<file path="src/rtl/tw_pkg.sv">
package tw_pkg;
    typedef enum logic [2:0] {
        ST_IDLE,
        ST_RD_DIR,
        ST_WT_DIR,
        ST_RD_LEAF,
        ST_WT_LEAF,
        ST_DONE,
        ST_FAULT
    } walk_st_e;
endpackage

</file>
<file path="src/rtl/tw_entry_decode.sv">
module tw_entry_decode #(
    parameter int AW        = 32,
    parameter int TBL_BITS  = 8,
    parameter int PAGE_BITS = 12,
    parameter int ACI_W     = 4,
    parameter int ACI_LSB   = 4
) (
    input  logic [AW-1:0]           word,
    output logic                    dir_ok,
    output logic [AW-1:0]           tbl_addr,
    output logic                    leaf_ok,
    output logic [AW-PAGE_BITS-1:0] frame,
    output logic [ACI_W-1:0]        aci
);
    localparam int TBL_ALIGN = TBL_BITS + 2;

    logic unused_word_bits;

    always_comb begin
        dir_ok   = (word[1:0] == 2'b01);
        tbl_addr = {word[AW-1:TBL_ALIGN], {TBL_ALIGN{1'b0}}};
        leaf_ok  = word[1];
        frame    = word[AW-1:PAGE_BITS];
        aci      = word[ACI_LSB +: ACI_W];
    end

    assign unused_word_bits = ^word;
endmodule

</file>
<file path="src/rtl/tw_fault_log.sv">
module tw_fault_log #(
    parameter int AW = 32
) (
    input  logic          clk,
    input  logic          rst_n,
    input  logic          clr,
    input  logic          set_l1,
    input  logic          set_l2,
    input  logic [AW-1:0] addr,
    output logic          l1_flag,
    output logic          l2_flag,
    output logic [AW-1:0] l1_err_addr,
    output logic [AW-1:0] l2_err_addr
);
    typedef struct packed {
        logic          f1;
        logic          f2;
        logic [AW-1:0] a1;
        logic [AW-1:0] a2;
    } log_t;

    log_t d, q;

    always_comb begin
        d = q;
        if (clr) begin
            d.f1 = 1'b0;
            d.f2 = 1'b0;
        end
        if (set_l1) begin
            d.f1 = 1'b1;
            d.a1 = addr;
        end
        if (set_l2) begin
            d.f2 = 1'b1;
            d.a2 = addr;
        end
    end

    always_ff @(posedge clk or negedge rst_n) begin
        if (!rst_n) q <= '0;
        else        q <= d;
    end

    assign l1_flag     = q.f1;
    assign l2_flag     = q.f2;
    assign l1_err_addr = q.a1;
    assign l2_err_addr = q.a2;

    // a level-1 hit leaves the flag up and the address captured
    a_r6_l1_capture: assert property (@(posedge clk) disable iff (!rst_n)
        set_l1 |=> (l1_flag && l1_err_addr == $past(addr)));
    // same for level 2
    a_r7_l2_capture: assert property (@(posedge clk) disable iff (!rst_n)
        set_l2 |=> (l2_flag && l2_err_addr == $past(addr)));
    // acceptance of a new request drops both flags
    a_r9_flags_clear: assert property (@(posedge clk) disable iff (!rst_n)
        (clr && !set_l1 && !set_l2) |=> (!l1_flag && !l2_flag));
    // error address only moves on a fault of its own level
    a_r9_addr_hold: assert property (@(posedge clk) disable iff (!rst_n)
        !set_l1 |=> $stable(l1_err_addr));
endmodule

</file>
<file path="src/rtl/tw_walk_fsm.sv">
module tw_walk_fsm
    import tw_pkg::*;
#(
    parameter int AW        = 32,
    parameter int DIR_BITS  = 12,
    parameter int TBL_BITS  = 8,
    parameter int PAGE_BITS = 12,
    parameter int ACI_W     = 4
) (
    input  logic                    clk,
    input  logic                    rst_n,
    input  logic                    xlat_en,
    input  logic [AW-1:0]           tbl_base,
    input  logic                    req_valid,
    input  logic [AW-1:0]           req_addr,
    input  logic                    req_write,
    output logic                    req_ready,
    output logic                    rsp_valid,
    output logic [AW-1:0]           rsp_paddr,
    output logic [ACI_W-1:0]        rsp_aci,
    output logic                    rsp_write,
    output logic                    rsp_fault,
    output logic                    rsp_fault_l2,
    output logic                    mem_req_valid,
    output logic [AW-1:0]           mem_req_addr,
    input  logic                    mem_rsp_valid,
    input  logic                    dir_ok,
    input  logic [AW-1:0]           tbl_addr,
    input  logic                    leaf_ok,
    input  logic [AW-PAGE_BITS-1:0] frame,
    input  logic [ACI_W-1:0]        aci,
    output logic                    accept,
    output logic                    hit_l1,
    output logic                    hit_l2,
    output logic [AW-1:0]           fault_va
);
    localparam int DIR_LSB  = PAGE_BITS + TBL_BITS;
    localparam int DIR_PAD  = AW - DIR_BITS - 2;
    localparam int TBL_PAD  = AW - TBL_BITS - 2;

    typedef struct packed {
        walk_st_e         st;
        logic [AW-1:0]    va;
        logic             wr;
        logic [AW-1:0]    tbl;
        logic [AW-1:0]    pa;
        logic [ACI_W-1:0] aci;
        logic             fault;
        logic             lvl2;
    } walk_t;

    walk_t d, q;

    logic [DIR_BITS-1:0] dir_idx;
    logic [TBL_BITS-1:0] leaf_idx;

    assign dir_idx  = q.va[DIR_LSB +: DIR_BITS];
    assign leaf_idx = q.va[PAGE_BITS +: TBL_BITS];

    always_comb begin
        d      = q;
        accept = 1'b0;
        hit_l1 = 1'b0;
        hit_l2 = 1'b0;
        unique case (q.st)
            ST_IDLE: begin
                if (req_valid) begin
                    accept  = 1'b1;
                    d.va    = req_addr;
                    d.wr    = req_write;
                    d.fault = 1'b0;
                    d.lvl2  = 1'b0;
                    d.aci   = '0;
                    d.pa    = req_addr;
                    d.st    = xlat_en ? ST_RD_DIR : ST_DONE;
                end
            end
            ST_RD_DIR:  d.st = ST_WT_DIR;
            ST_WT_DIR: begin
                if (mem_rsp_valid) begin
                    if (dir_ok) begin
                        d.tbl = tbl_addr;
                        d.st  = ST_RD_LEAF;
                    end else begin
                        hit_l1  = 1'b1;
                        d.fault = 1'b1;
                        d.pa    = '0;
                        d.st    = ST_FAULT;
                    end
                end
            end
            ST_RD_LEAF: d.st = ST_WT_LEAF;
            ST_WT_LEAF: begin
                if (mem_rsp_valid) begin
                    if (leaf_ok) begin
                        d.pa  = {frame, q.va[PAGE_BITS-1:0]};
                        d.aci = aci;
                        d.st  = ST_DONE;
                    end else begin
                        hit_l2  = 1'b1;
                        d.fault = 1'b1;
                        d.lvl2  = 1'b1;
                        d.pa    = '0;
                        d.st    = ST_FAULT;
                    end
                end
            end
            default: d.st = ST_IDLE;
        endcase
    end

    always_ff @(posedge clk or negedge rst_n) begin
        if (!rst_n) q <= '{st: ST_IDLE, default: '0};
        else        q <= d;
    end

    always_comb begin
        mem_req_valid = (q.st == ST_RD_DIR) || (q.st == ST_RD_LEAF);
        if (q.st == ST_RD_LEAF)
            mem_req_addr = q.tbl + {{TBL_PAD{1'b0}}, leaf_idx, 2'b00};
        else
            mem_req_addr = tbl_base + {{DIR_PAD{1'b0}}, dir_idx, 2'b00};
    end

    assign req_ready    = (q.st == ST_IDLE);
    assign rsp_valid    = (q.st == ST_DONE) || (q.st == ST_FAULT);
    assign rsp_paddr    = q.pa;
    assign rsp_aci      = q.aci;
    assign rsp_write    = q.wr;
    assign rsp_fault    = q.fault;
    assign rsp_fault_l2 = q.lvl2;
    assign fault_va     = q.va;

    // busy right after acceptance
    a_r8_busy_after_accept: assert property (@(posedge clk) disable iff (!rst_n)
        (req_valid && req_ready) |=> !req_ready);
    // response is a single-cycle strobe followed by idle
    a_r8_rsp_one_cycle: assert property (@(posedge clk) disable iff (!rst_n)
        rsp_valid |=> (!rsp_valid && req_ready));
    // bypass answers next cycle without touching memory
    a_r2_bypass_quiet: assert property (@(posedge clk) disable iff (!rst_n)
        (req_valid && req_ready && !xlat_en) |=> (rsp_valid && !mem_req_valid));
    // memory reads are single pulses
    a_r3_read_pulse: assert property (@(posedge clk) disable iff (!rst_n)
        mem_req_valid |=> !mem_req_valid);
    // successful results keep the page offset of the request
    a_r5_offset_kept: assert property (@(posedge clk) disable iff (!rst_n)
        (rsp_valid && !rsp_fault) |-> (rsp_paddr[PAGE_BITS-1:0] == fault_va[PAGE_BITS-1:0]));
endmodule

</file>
<file path="src/rtl/tw_walker.sv">
module tw_walker #(
    parameter int AW        = 32,
    parameter int DIR_BITS  = 12,
    parameter int TBL_BITS  = 8,
    parameter int PAGE_BITS = 12,
    parameter int ACI_W     = 4,
    parameter int ACI_LSB   = 4
) (
    input  logic             clk,
    input  logic             rst_n,
    input  logic             xlat_en,
    input  logic [AW-1:0]    tbl_base,
    input  logic             req_valid,
    input  logic [AW-1:0]    req_addr,
    input  logic             req_write,
    output logic             req_ready,
    output logic             rsp_valid,
    output logic [AW-1:0]    rsp_paddr,
    output logic [ACI_W-1:0] rsp_aci,
    output logic             rsp_write,
    output logic             rsp_fault,
    output logic             rsp_fault_l2,
    output logic             mem_req_valid,
    output logic [AW-1:0]    mem_req_addr,
    input  logic             mem_rsp_valid,
    input  logic [AW-1:0]    mem_rsp_data,
    output logic             l1_flag,
    output logic             l2_flag,
    output logic [AW-1:0]    l1_err_addr,
    output logic [AW-1:0]    l2_err_addr
);
    localparam int FRAME_W = AW - PAGE_BITS;

    logic               dir_ok, leaf_ok;
    logic [AW-1:0]      tbl_addr;
    logic [FRAME_W-1:0] frame;
    logic [ACI_W-1:0]   aci;
    logic               accept, hit_l1, hit_l2;
    logic [AW-1:0]      fault_va;

    tw_entry_decode #(
        .AW(AW), .TBL_BITS(TBL_BITS), .PAGE_BITS(PAGE_BITS),
        .ACI_W(ACI_W), .ACI_LSB(ACI_LSB)
    ) u_dec (
        .word(mem_rsp_data), .dir_ok(dir_ok), .tbl_addr(tbl_addr),
        .leaf_ok(leaf_ok), .frame(frame), .aci(aci)
    );

    tw_walk_fsm #(
        .AW(AW), .DIR_BITS(DIR_BITS), .TBL_BITS(TBL_BITS),
        .PAGE_BITS(PAGE_BITS), .ACI_W(ACI_W)
    ) u_fsm (
        .clk(clk), .rst_n(rst_n), .xlat_en(xlat_en), .tbl_base(tbl_base),
        .req_valid(req_valid), .req_addr(req_addr), .req_write(req_write),
        .req_ready(req_ready), .rsp_valid(rsp_valid), .rsp_paddr(rsp_paddr),
        .rsp_aci(rsp_aci), .rsp_write(rsp_write), .rsp_fault(rsp_fault),
        .rsp_fault_l2(rsp_fault_l2), .mem_req_valid(mem_req_valid),
        .mem_req_addr(mem_req_addr), .mem_rsp_valid(mem_rsp_valid),
        .dir_ok(dir_ok), .tbl_addr(tbl_addr), .leaf_ok(leaf_ok),
        .frame(frame), .aci(aci), .accept(accept), .hit_l1(hit_l1),
        .hit_l2(hit_l2), .fault_va(fault_va)
    );

    tw_fault_log #(.AW(AW)) u_log (
        .clk(clk), .rst_n(rst_n), .clr(accept), .set_l1(hit_l1),
        .set_l2(hit_l2), .addr(fault_va), .l1_flag(l1_flag),
        .l2_flag(l2_flag), .l1_err_addr(l1_err_addr), .l2_err_addr(l2_err_addr)
    );

    // a level-1 fault response comes with the level-1 flag raised
    a_r6_flag_on_rsp: assert property (@(posedge clk) disable iff (!rst_n)
        (rsp_valid && rsp_fault && !rsp_fault_l2) |-> (l1_flag && !l2_flag));
    // a level-2 fault response comes with the level-2 flag raised
    a_r7_flag_on_rsp: assert property (@(posedge clk) disable iff (!rst_n)
        (rsp_valid && rsp_fault && rsp_fault_l2) |-> (l2_flag && !l1_flag));
endmodule

</file>
<file path="config.mk">
export PLATFORM = sky130hd
export DESIGN_NAME = tw_walker
export DESIGN_NICKNAME = d
export VERILOG_FILES = /design/src/rtl/tw_pkg.sv /design/src/rtl/tw_entry_decode.sv /design/src/rtl/tw_fault_log.sv /design/src/rtl/tw_walk_fsm.sv /design/src/rtl/tw_walker.sv
export SDC_FILE = /design/constraint.sdc
export NUM_CORES = 1
export LEC_CHECK = 0
export BUFFER_PORTS_ARGS = -buffer_cell sky130_fd_sc_hd__buf_2
export CORE_UTILIZATION = 52
export CTS_BUF_LIST = sky130_fd_sc_hd__clkbuf_8 sky130_fd_sc_hd__clkbuf_16
export DETAILED_ROUTE_END_ITERATION = 12
export PLACE_DENSITY = 0.81
export RECOVER_POWER = 25
export SYNTH_ARGS = -nofsm -noshare
export SYNTH_HDL_FRONTEND = slang
export SYNTH_SLANG_ARGS = --single-unit
export TNS_END_PERCENT = 100
</file>
<file path="constraint.sdc">
create_clock -name clk -period 4.55 [get_ports clk]
set_clock_uncertainty 0.05 [all_clocks]
set_input_delay 0.91 -clock clk [delete_from_list [all_inputs] [get_ports clk]]
set_output_delay 0.91 -clock clk [all_outputs]
set_load 0.005 [all_outputs]
</file>
==> results summary, run 1 <==
The flow ran to the end, but the final reports show violations. The final reports fail on capacitance limit, slew limit. The number of cells produced by synthesis came out at 766. The total clock sinks came out at 162. The TritonCTS clock tree is done. The total track usage is 0.277.

Of the total synthesized cell area, the portion taken by XOR and XNOR cells is 0.0281. OpenSTA, run right after detailed placement, puts the worst setup slack at 0.141 ns. Setup repair after global routing left no endpoint under its margin. Buffers placed on the I/O ports in this run total 237. Among all flip-flop cells after synthesis, the most frequent one is sky130_fd_sc_hd__dfrtp_1. The initialized floorplan defines 44 standard-cell rows. The fraction of layout cells with a size suffix above 1 came out at 0.384. The number of fill cells in the layout came out at 1200. The endpoint arrival time on the critical path is 3.39 ns.

The combinational share of power came out at 0.391. The fraction of the mapped netlist area in adder cells came out at 0.0218. The internal power is 0.00418 W. The leakage power figure is 4.91 nW. The wire length of the first global-routing pass came out at 33400 um. The delay of the slowest cell on the worst path came out at 0.43 ns. The most frequent cell on the critical path is sky130_fd_sc_hd__buf_2.

The die extent in y is 124 um. The final-report setup violation count came out at 0. The per-cell routed wire length came out at 18.0 um. The path type of the worst min-delay path is register to register. The total of warnings raised by yosys is 0. The worst-skew pair later-pin latency came out at 0.42 ns. For this block, the via count after detailed routing is 6352. At the worst endpoint, the required time is 3.59 ns. The minimum setup slack in the final design is 0.200 ns.

In the layout the commonest cells are sky130_fd_sc_hd__buf_2, sky130_fd_sc_hd__nand2_1, sky130_fd_sc_hd__dfrtp_1. Along the worst path, the maximum fanout reaches 3. The number of hold violations in the final report came out at 0. The total negative slack for setup checks is 0 ns. The number of antenna violations at the first check in global routing is 3. The upper clock frequency limit is 230 MHz. The overflow left after global routing is 0. The switching share of power is 0.371. At the pin with the least slew margin, the transition time is 2.55 ns.

The CTS buffer count is 17. At the end of the flow the core is filled with cells to 0.651. The routability congestion estimate is 0.928. The final count of pins violating max slew is 101.

The compound-cell area share of the yosys netlist is 0.0738. In the routed layout, each cell is associated on average with a via count of 5.49. The buffer cell driving the clock tree root is sky130_fd_sc_hd__clkbuf_16. The final worst-path cycle share is 0.956. The minimum clock period is 4.35 ns. The buffer depth of the longest clock path came out at 2. The number of iterations in the first detailed-routing pass came out at 5. The effective utilization at floorplan is 0.535.

The proportion of synthesized area in mux cells is 0.124. Across the VDD grid, the largest voltage drop is 0.374 mV. The number of register bits inferred by synthesis is 162. The clock slew seen by the registers of the worst setup and hold paths is 0.06 ns. The power per standard cell area came out at 700 nW/um^2.

The library cell used most frequently in the layout, excluding fill and tap cells, is sky130_fd_sc_hd__buf_2. The sum of net half-perimeters after detailed placement came out at 14800 um. The pin count of the biggest net entering global routing came out at 102.

The final routed wirelength across all metal layers is 20800 um. The number of global-route vias before repair came out at 6181. The starting DRC count in detailed routing came out at 478.

The signed area change from the synthesized netlist to the final layout came out at 21.8%. The number of enable flip-flop cells after synthesis came out at 0. The reported max-cap violation count is 1.

The post-synth net total came out at 881. The number of nets with antenna violations after detailed routing is 0. Dividing the synthesized area by the synthesized cell count gives 10.2 sq um. Summed over all nets, the switching power comes to 0.00246 W.

The detailed-route DRC error count is 0. The dominant combinational cell family by area after synthesis is simple AND/OR/NAND/NOR gates. The register area share after synthesis came out at 0.520. In this run the standard cell core region covers 14600 sq um.

The setup path with the least slack is of type input pin to output pin. The endpoint class of the critical path is an output pin. The sequential cell fraction of total power came out at 0.388. The number of I/O pins is 242.

The final-stage net count is 1072. Traced cell by cell, the critical path runs through buf_2 -> ha_1 -> fa_2 -> a211o_1 -> a2111o_1 -> a311o_1 -> a211oi_2 -> or3_2 -> a31oi_1 -> buf_2. Of the total synthesized cell area, the portion taken by AND, OR, NAND and NOR gates is 0.173. The headroom to the max-slew limit came out at -0.697. The proportion of power drawn by the clock network is 0.221.

The slowest stage cell on the critical path is sky130_fd_sc_hd__a2111o_1. The H-tree was split into 4 levels. The count of cell types in the netlist came out at 49. STA classifies the critical path startpoint as an input pin. The die outline width is 124 um. The proportion of register bits with asynchronous set or reset after synthesis is 1.00. The die footprint came out at 15500 sq um. The post-synthesis instance area is 7800 sq um.
-- logic make-up (layout without fill, tap and decap cells) --
family	Yosys count	count (layout)
multiplexers	86	86
flip-flops	162	162
adder cells (fa/ha/maj)	13	13
buffers and inverters	84	287
AO/OA/AOI/OAI	88	88
AND/OR/NAND/NOR	308	308
other	0	3
XOR/XNOR	25	25
-- worst max-delay path: cells and delay by family --
kind                       cells  cell delay [ns]
and+or+nand+nor                1             0.14
adders and majority gates      2             0.64
AOI/OAI and AO/OA              5             1.44
buffers and inverters          2             0.28
-- repair_timing --
item,4_1_cts,5_1_grt
hold endpoints to repair,0,0
hold buffers,0,0
buffers inserted,0,0
resized for setup,0,2
setup endpoints to repair,0,1
-- power groups by stage --
| stage | Sequential, W | Combinational (W) | Clock (W) |
|---|---|---|---|
| 6_report | 0.00258 | 0.00260 | 0.00147 |
| 5_1_grt | 0.00267 | 0.00286 | 0.00155 |
| 4_1_cts | 0.00258 | 0.00261 | 0.00149 |
| 3_5_place_dp | 0.00259 | 0.00258 | 0 |
| 3_3_place_gp | 0.00255 | 0.00251 | 0 |
| 2_1_floorplan | 0.00246 | 0.00173 | 0 |
-- area by class of cell --
class / count / area, sq um / area share
tap: 184 / 230 / 0.0242
clock inverter: 14 / 178 / 0.0187
clock buffer: 17 / 425 / 0.0448
inverter: 10 / 37.5 / 0.00395
timing repair buffer: 246 / 1270 / 0.134
antenna: 3 / 7.51 / 0.000791
multi-input combinational: 520 / 3300 / 0.347
sequential: 162 / 4050 / 0.427
-- Yosys cell counts, drive strengths merged (3+ instances only) --
cell    instances  share of area
o21ai          26          0.017
buf            44          0.040
clkbuf         30          0.014
nor2b           5         0.0040
ha             12          0.019
xnor2          20          0.022
mux2           86           0.12
nor3b           3         0.0029
a31oi           5         0.0040
a22o            4         0.0045
and2            7         0.0056
a211oi          6         0.0064
xor2            5         0.0056
o211ai          4         0.0045
dfrtp         162           0.52
nand4           3         0.0024
a21oi          23          0.015
or3             4         0.0034
and3            5         0.0040
nor3            6         0.0045
a21o            5         0.0050
o22ai           5         0.0040
nor2           24          0.012
nand2         174          0.084
nand2b          3         0.0024
nand3          71          0.046
inv            10         0.0048
o21a            3         0.0029
-- flip-flops by register name (all words and copies together) (netlist names), 4 cells and up --
register	cells
u_fsm.fault_va	32
u_log.l2_err_addr	32
u_log.l1_err_addr	32
u_fsm.q	25
u_fsm.rsp_aci	4
u_fsm.rsp_paddr	32
-- metal layers --
| metal | part of all wire | vias to the layer above | global-route usage | wire length, um |
|---|---|---|---|---|
| met1 | 0.42 | 3100 | 0.357 | 8760 |
| met5 | 0 | - | 0 | 0 |
| met4 | 0.025 | 0 | 0.105 | 526 |
| met2 | 0.50 | 243 | 0.455 | 10300 |
| met3 | 0.058 | 34 | 0.0640 | 1220 |
| li1 | - | 2975 | - | - |
-- final timing paths --
path | from | to | slack [ns] | cells past startpoint
worst max-delay path | tbl_base[2] | mem_req_addr[16] | 0.20 | 10
worst min-delay path | u_log.l2_flag | u_log.l2_flag | 0.43 | 1
worst max register to register | u_fsm.q[105] | u_log.l2_err_addr[4] | 1.80 | 5
worst min register to register | u_log.l2_flag | u_log.l2_flag | 0.43 | 1
max in group asynchronous | rst_n | u_fsm.q[54] | 1.74 | 1
min in group asynchronous | rst_n | u_fsm.q[105] | 1.21 | 1
-- per-stage QoR --
| step | instance area [sq um] | hold slack (ns) | cells | power [W] |
|---|---|---|---|---|
| after global routing | 9500 | 0.449 | 1156 | 0.00709 |
| after global placement | 8890 | 0.409 | 1122 | 0.00506 |
| after detailed placement | 8890 | 0.418 | 1122 | 0.00517 |
| final | 9500 | 0.431 | 1156 | 0.00665 |
| after CTS | 9490 | 0.434 | 1153 | 0.00667 |
| after floorplan | 7800 | 0.413 | 766 | 0.00419 |
Note: power is estimated with default switching activity, not from simulation.
==> run 2, diff against run 1 <==
--- a/config.mk
+++ b/config.mk
@@ -9,6 +9,7 @@
 export CORE_UTILIZATION = 52
 export CTS_BUF_LIST = sky130_fd_sc_hd__clkbuf_8 sky130_fd_sc_hd__clkbuf_16
 export DETAILED_ROUTE_END_ITERATION = 12
+export MAX_ROUTING_LAYER = met4
 export PLACE_DENSITY = 0.81
 export RECOVER_POWER = 25
 export SYNTH_ARGS = -nofsm -noshare
==> results summary, run 2 (synthesized netlist as in run 1, its figures left out) <==
Most frequent cells in the layout: sky130_fd_sc_hd__buf_2, sky130_fd_sc_hd__nand2_1, sky130_fd_sc_hd__dfrtp_1 (unchanged). The path type of the worst min-delay path is register to register (unchanged). The endpoint arrival time on the critical path was 3.40 ns (was 3.39 ns). The worst-margin pin slew came to 2.56 ns (was 2.55 ns).

The pin count of the biggest net entering global routing is 102 (unchanged). The final cell count without fillers was 1156 (unchanged). The die footprint is 15500 sq um (unchanged).

Outcome: finished with violations (unchanged). The worst slack after detailed placement is 0.141 ns (unchanged). The number of stages on the worst hold path came out at 1 (unchanged). The largest voltage drop on the vdd net came out at 0.373 mV (was 0.374 mV). The CTS buffer count is 17 (unchanged). The die extent in y is 124 um (unchanged).

The die outline width came out at 124 um (unchanged). The minimum clock period came out at 4.36 ns (was 4.35 ns). The endpoint class of the critical path was an output pin (unchanged). The delay of the slowest cell on the worst path is 0.43 ns (about the same). The buffer depth of the longest clock path came out at 2 (unchanged). The critical path required time came out at 3.59 ns (about the same). The H-tree depth came out at 4 (unchanged). The final worst-path cycle share was 0.957 (was 0.956). The leakage power figure was 4.91 nW (unchanged).

RSZ-0062 raised after global routing: false (unchanged). The number of cells after detailed placement is 1122 (unchanged). The routability congestion estimate is 0.944 (was 0.928). The number of antenna violations at the first check in global routing came out at 3 (unchanged). The wire length of the first global-routing pass came out at 33400 um (about the same). The minimum setup slack in the final design is 0.195 ns (was 0.200 ns). The core footprint is 14600 sq um (unchanged). The headroom to the max-slew limit is -0.707 (was -0.697). The category of the most critical setup path is input pin to output pin (unchanged). The clock slew seen by the registers of the worst setup and hold paths is 0.06 ns (about the same). The total placed instance area came out at 8890 sq um (unchanged). The total number of vias is 6372 (was 6352).

The most frequent cell on the critical path was sky130_fd_sc_hd__buf_2 (unchanged). The number of cell instances on the worst register-to-register path came out at 5 (unchanged). The post-route standard cell area excluding fillers came to 9500 sq um (unchanged). The effective utilization at floorplan is 0.535 (unchanged). Crit path cell chain: buf_2 -> ha_1 -> fa_2 -> a211o_1 -> a2111o_1 -> a311o_1 -> a211oi_2 -> or3_2 -> a31oi_1 -> buf_2 (unchanged). The number of hold violations in the final report is 0 (unchanged). The launch instance of the worst register-to-register path is u_fsm.q[105] (unchanged). The final-stage net count is 1072 (unchanged). The starting DRC count in detailed routing came out at 507 (was 478). The nature of the critical path startpoint is an input pin (unchanged). The number of buffers inserted by port buffering came out at 237 (unchanged). The TritonCTS clock tree was done (unchanged). The number of iterations in the first detailed-routing pass was 5 (unchanged). The final routed wirelength across all metal layers came out at 20900 um (was 20800 um). The fraction of layout cells with a size suffix above 1 came out at 0.384 (unchanged). The total negative slack for setup checks came out at 0 ns (unchanged). The worst-skew pair later-pin latency came out at 0.42 ns (about the same).

Violated checks: capacitance limit, slew limit (unchanged). The final-report setup violation count came to 0 (unchanged). The per-cell routed wire length came out at 18.1 um (was 18.0 um). The startpoint of the most critical hold path is u_log.l2_flag (unchanged). The via-per-instance ratio is 5.51 (was 5.49). The leading cell type in the layout, fill and taps excluded is sky130_fd_sc_hd__buf_2 (unchanged). The signed area change from the synthesized netlist to the final layout came to 21.8% (unchanged). The number of I/O pins is 242 (unchanged). The worst-path maximum fanout came out at 3 (unchanged).

The number of standard-cell rows in the floorplan came to 44 (unchanged). The origin of the worst setup path is tbl_base[2] (unchanged). The upper clock frequency limit was 230 MHz (about the same).

The number of global-route vias before repair came out at 6161 (was 6181). The total clock sinks came out at 162 (unchanged). The sum of net half-perimeters after detailed placement came out at 14800 um (unchanged).

The number of nets with antenna violations after detailed routing is 0 (unchanged). The reported max-cap violation count came to 1 (unchanged). The number of fill cells in the layout was 1200 (unchanged). The power per standard cell area is 700 nW/um^2 (about the same). The slowest stage cell on the critical path was sky130_fd_sc_hd__a2111o_1 (unchanged).

The final count of pins violating max slew came out at 101 (unchanged). The overflow left after global routing is 0 (unchanged). The total chip power is 0.00665 W (about the same). The total track usage came out at 0.285 (was 0.277).

The detailed-route DRC error count is 0 (unchanged). The buffer cell driving the clock tree root is sky130_fd_sc_hd__clkbuf_16 (unchanged).
-- run 2: cell counts in the layout (fill, tap and decap cells not counted) --
No cell type changed its count.
-- run 2: layout make-up --
| cell class | count | area, sq um | share of cell area |
|---|---|---|---|
| Tap cell | 184 | 230 | 0.0242 |
| Antenna cell | 3 | 7.51 | 0.000791 |
| Timing Repair Buffer | 246 | 1270 | 0.134 |
| Sequential cell | 162 | 4050 | 0.427 |
| Clock inverter | 14 | 178 | 0.0187 |
| Inverter | 10 | 37.5 | 0.00395 |
| Multi-Input combinational cell | 520 | 3300 | 0.347 |
| Clock buffer | 17 | 425 | 0.0448 |
-- run 2: per-stage QoR --
step	hold slack (ns)	utilization
2_1_floorplan	0.413	-
4_1_cts	0.434	0.651
3_5_place_dp	0.418	0.609
6_report	0.431	0.651
5_1_grt	0.449	0.651
3_3_place_gp	0.409	0.609
-- run 2: critical path, delay by kind of cell --
family / cells / cell delay (ns)
adder cells (fa/ha/maj): 2 / 0.64
AND/OR/NAND/NOR: 1 / 0.14
AO/OA/AOI/OAI: 5 / 1.44
buffers and inverters: 2 / 0.28
-- run 2: report_power, final --
group	internal [W]	switching, W
combinational	0.00122	0.00138
sequential	0.00210	0.000484
clock	0.000871	0.000600
total	0.00418	0.00247
-- run 2: worst paths after layout --
| path | end | slack (ns) |
|---|---|---|
| min in group asynchronous | u_log.l2_err_addr[3] | 1.25 |
| max | mem_req_addr[16] | 0.19 |
| min reg2reg | u_log.l2_flag | 0.43 |
| max in group asynchronous | u_fsm.rsp_paddr[25] | 1.73 |
| min | u_log.l2_flag | 0.43 |
| max reg2reg | u_log.l2_err_addr[4] | 1.82 |
-- run 2: layer usage --
metal | track usage | vias to the layer above | part of all wire
met5 | - | - | 0
met4 | 0.107 | 0 | 0.023
met3 | 0.0515 | 35 | 0.048
met2 | 0.455 | 214 | 0.50
met1 | 0.364 | 3144 | 0.43
li1 | - | 2979 | -
-- run 2: what timing repair did --
action / CTS / global route
hold buffers: 0 / 0
setup endpoints to repair: 0 / 1
setup buffers: 0 / 0
gates resized for setup: 0 / 2
==> run 3, diff against run 2 <==
--- a/config.mk
+++ b/config.mk
@@ -5,14 +5,17 @@
 export SDC_FILE = /design/constraint.sdc
 export NUM_CORES = 1
 export LEC_CHECK = 0
+export ABC_AREA = 1
 export BUFFER_PORTS_ARGS = -buffer_cell sky130_fd_sc_hd__buf_2
-export CORE_UTILIZATION = 52
+export CAP_MARGIN = 10
+export CORE_UTILIZATION = 56
 export CTS_BUF_LIST = sky130_fd_sc_hd__clkbuf_8 sky130_fd_sc_hd__clkbuf_16
 export DETAILED_ROUTE_END_ITERATION = 12
 export MAX_ROUTING_LAYER = met4
-export PLACE_DENSITY = 0.81
+export PLACE_DENSITY = 0.82
 export RECOVER_POWER = 25
 export SYNTH_ARGS = -nofsm -noshare
 export SYNTH_HDL_FRONTEND = slang
+export SYNTH_HIERARCHICAL = 1
 export SYNTH_SLANG_ARGS = --single-unit
 export TNS_END_PERCENT = 100
==> results summary, run 3 <==
Outcome: finished with violations (unchanged). Violated checks: capacitance limit, slew limit (unchanged). The register area share after synthesis came to 0.396 (was 0.520).

The headroom to the max-slew limit was -1.33 (was -0.707). The worst-path maximum fanout came out at 10 (was 3). The category of the most critical setup path is input pin to output pin (unchanged).

The number of nets with antenna violations after detailed routing came to 0 (unchanged). The proportion of register bits with asynchronous set or reset after synthesis came out at 1.00 (unchanged). The routability congestion estimate is 0.969 (was 0.944). The count of hold-fix buffers inserted at cts came out at 0 (unchanged).

The number of antenna violations at the first check in global routing is 1 (was 3). The final-report setup violation count came out at 0 (unchanged). The number of iterations in the first detailed-routing pass came to 5 (unchanged). The TritonCTS clock tree is done (unchanged). The endpoint arrival time on the critical path came out at 3.02 ns (was 3.40 ns). The H-tree depth is 4 (unchanged). The met3 usage in global routing came out at 0.0415 (was 0.0515). The pin count of the biggest net entering global routing came to 72 (was 102).

The clock slew seen by the registers of the worst setup and hold paths is 0.07 ns (was 0.06 ns). The commonest register cell after synthesis is sky130_fd_sc_hd__dfrtp_1 (unchanged). Most frequent cells in the layout: sky130_fd_sc_hd__nand2_1, sky130_fd_sc_hd__buf_2, sky130_fd_sc_hd__dfrtp_1 (was sky130_fd_sc_hd__buf_2, sky130_fd_sc_hd__nand2_1, sky130_fd_sc_hd__dfrtp_1). The number of hold violations in the final report is 0 (unchanged). The proportion of netlist area held by the largest area contributor is 0.396 (was 0.520). The final worst hold slack is 0.417 ns (was 0.431 ns).

Top cells by area, synth: sky130_fd_sc_hd__dfrtp_1, sky130_fd_sc_hd__nand2_1, sky130_fd_sc_hd__buf_4, sky130_fd_sc_hd__nand3_1, sky130_fd_sc_hd__inv_1 (was sky130_fd_sc_hd__dfrtp_1, sky130_fd_sc_hd__mux2_2, sky130_fd_sc_hd__nand2_1, sky130_fd_sc_hd__nand3_1, sky130_fd_sc_hd__buf_4). The buffer cell driving the clock tree root is sky130_fd_sc_hd__clkbuf_16 (unchanged). The buffer depth of the longest clock path is 2 (unchanged).

The final routed wirelength across all metal layers came out at 29800 um (was 20900 um). The number of cells produced by synthesis came out at 1467 (was 766). The sum of net half-perimeters after detailed placement came out at 22700 um (was 14800 um). RSZ-0062 raised after global routing: false (unchanged). The register bank with the most flops is u_fsm/q. The final cell count without fillers is 1843 (was 1156). The count of cell types in the netlist came out at 43 (was 49).

The effective utilization at floorplan is 0.575 (was 0.535). The total track usage came to 0.316 (was 0.285). The total of warnings raised by yosys came to 6 (was 0). The power per standard cell area is 677 nW/um^2 (was 700 nW/um^2).

The final worst-path cycle share came out at 0.874 (was 0.957). The reported max-cap violation count is 1 (unchanged). The via-per-instance ratio is 5.28 (was 5.51). The largest voltage drop on the vdd net came out at 0.491 mV (was 0.373 mV).

The flip-flop count of the largest register, all copies and words added came out at 35. The count of cells resized by post-cts repair came out at 0 (unchanged). The total number of vias is 9726 (was 6372). The per-cell routed wire length came out at 16.2 um (was 18.1 um). The number of register bits inferred by synthesis is 172 (was 162). The die extent in y is 141 um (was 124 um). The worst-skew pair later-pin latency came out at 0.43 ns (was 0.42 ns).

The minimum clock period was 3.98 ns (was 4.36 ns). The critical path required time is 3.59 ns (about the same). The die outline width came to 141 um (was 124 um). The path type of the worst min-delay path is register to register (unchanged). The nature of the critical path startpoint is an input pin (unchanged). The number of enable flip-flop cells after synthesis is 0 (unchanged). The leading cell type in the layout, fill and taps excluded is sky130_fd_sc_hd__nand2_1 (was sky130_fd_sc_hd__buf_2). The core footprint is 18900 sq um (was 14600 sq um). The number of global-route vias before repair is 9085 (was 6161). The number of fill cells in the layout is 1770 (was 1200). The number of I/O pins came out at 242 (unchanged). The number of standard-cell rows in the floorplan came to 50 (was 44). The upper clock frequency limit came out at 251 MHz (was 230 MHz). The total clock sinks is 172 (was 162). The met2 demand-to-capacity share in global routing came out at 0.482 (was 0.455). The global routing usage on met1 came out at 0.439 (was 0.364). The final-stage net count is 1693 (was 1072).

The number of cells after detailed placement is 1810 (was 1122). The number of buffers inserted by port buffering came out at 237 (unchanged). The dominant cell by count in the synthesized netlist was sky130_fd_sc_hd__nand2_1 (unchanged).

The overflow left after global routing came out at 0 (unchanged). The detailed-route DRC error count came out at 0 (unchanged). The leading area contributor after synthesis is sky130_fd_sc_hd__dfrtp_1 (unchanged). The routing layer with the top usage in global route is met2 (unchanged).

The worst-margin pin slew is 3.50 ns (was 2.56 ns). The post-synthesis instance area is 10900 sq um (was 7800 sq um). The final count of pins violating max slew was 65 (was 101). The signed area change from the synthesized netlist to the final layout is 8.74% (was 21.8%). The total negative slack for setup checks is 0 ns (unchanged). Top post-synthesis cells by count: sky130_fd_sc_hd__nand2_1, sky130_fd_sc_hd__dfrtp_1, sky130_fd_sc_hd__buf_4, sky130_fd_sc_hd__inv_1, sky130_fd_sc_hd__nand3_1 (was sky130_fd_sc_hd__nand2_1, sky130_fd_sc_hd__dfrtp_1, sky130_fd_sc_hd__mux2_2). The fraction of layout cells with a size suffix above 1 is 0.219 (was 0.384). The die footprint is 20000 sq um (was 15500 sq um). The wire length of the first global-routing pass was 47200 um (was 33400 um). The leakage power figure came out at 6.74 nW (was 4.91 nW).

The CTS buffer count is 17 (unchanged). The starting DRC count in detailed routing is 842 (was 507). The count of buffers added by post-CTS timing repair for setup is 0 (unchanged).

The endpoint class of the critical path is an output pin (unchanged). The mean cell area of the mapped netlist is 7.41 sq um (was 10.2 sq um).
## run 3: final timing paths
check / depth (start not counted) / to / slack [ns] / from
max: 11 / mem_req_addr[14] / 0.57 / tbl_base[2]
min in group asynchronous: 1 / u_log/l1_err_addr[25] / 1.61 / rst_n
min: 2 / u_log/l1_err_addr[27] / 0.42 / u_log/l1_err_addr[27]
max in group asynchronous: 1 / u_fsm/fault_va[12] / 0.87 / rst_n
min reg2reg: 2 / u_log/l1_err_addr[27] / 0.42 / u_log/l1_err_addr[27]
max reg2reg: 9 / u_fsm/rsp_paddr[17] / 2.14 / u_fsm/q[103]
## run 3: cell type report
type	count	area (sq um)	area share
Antenna cell	1	2.50	0.000212
Clock buffer	17	425	0.0360
Clock inverter	15	181	0.0154
Inverter	133	514	0.0435
Multi-Input combinational cell	1001	4820	0.407
Sequential cell	172	4300	0.364
Tap cell	260	325	0.0275
Timing Repair Buffer	244	1250	0.106
## run 3: logic make-up after synthesis
kind of cell | Yosys count | synth area share
AOI/OAI and AO/OA | 99 | 0.0591
xor gates and xnor gates | 6 | 0.00483
adders and majority gates | 22 | 0.0267
buffers and inverters | 303 | 0.165
DFF | 172 | 0.396
muxes | 17 | 0.0176
other | 1 | 0.000345
and+or+nand+nor | 847 | 0.330
## run 3: routing by layer
metal | wire, um | up-vias | part of all wire
li1 | - | 4707 | -
met3 | 2100 | 43 | 0.070
met5 | 0 | - | 0
met4 | 630 | 0 | 0.021
met2 | 13500 | 434 | 0.45
met1 | 13600 | 4542 | 0.46
## run 3: where the power goes
part	total (W)	internal (W)	switching, W
registers	0.00287	0.00222	0.000650
logic	0.00363	0.00134	0.00230
clock network	0.00149	0.000831	0.000664
total	0.00800	0.00439	0.00361
## run 3: critical path, cell delays in order
cell                      delay, ns
sky130_fd_sc_hd__buf_2         0.11
sky130_fd_sc_hd__ha_1          0.26
sky130_fd_sc_hd__fa_1          0.46
sky130_fd_sc_hd__nand3_1       0.12
sky130_fd_sc_hd__nand3_1       0.12
sky130_fd_sc_hd__nand3_1       0.09
sky130_fd_sc_hd__nand3_1       0.30
sky130_fd_sc_hd__or2_2         0.40
sky130_fd_sc_hd__nand3_1       0.07
sky130_fd_sc_hd__nand2_1       0.06
sky130_fd_sc_hd__buf_2         0.12
## run 3: through the flow
stage               power [W]  utilization  cell area [sq um]  setup WS, ns
floorplan             0.00547            -              10900          1.13
global placement      0.00635        0.594              11200         0.625
detailed placement    0.00647        0.594              11200         0.586
CTS                   0.00799        0.626              11800         0.592
global route          0.00860        0.626              11800         0.205
finish                0.00800        0.626              11800         0.572
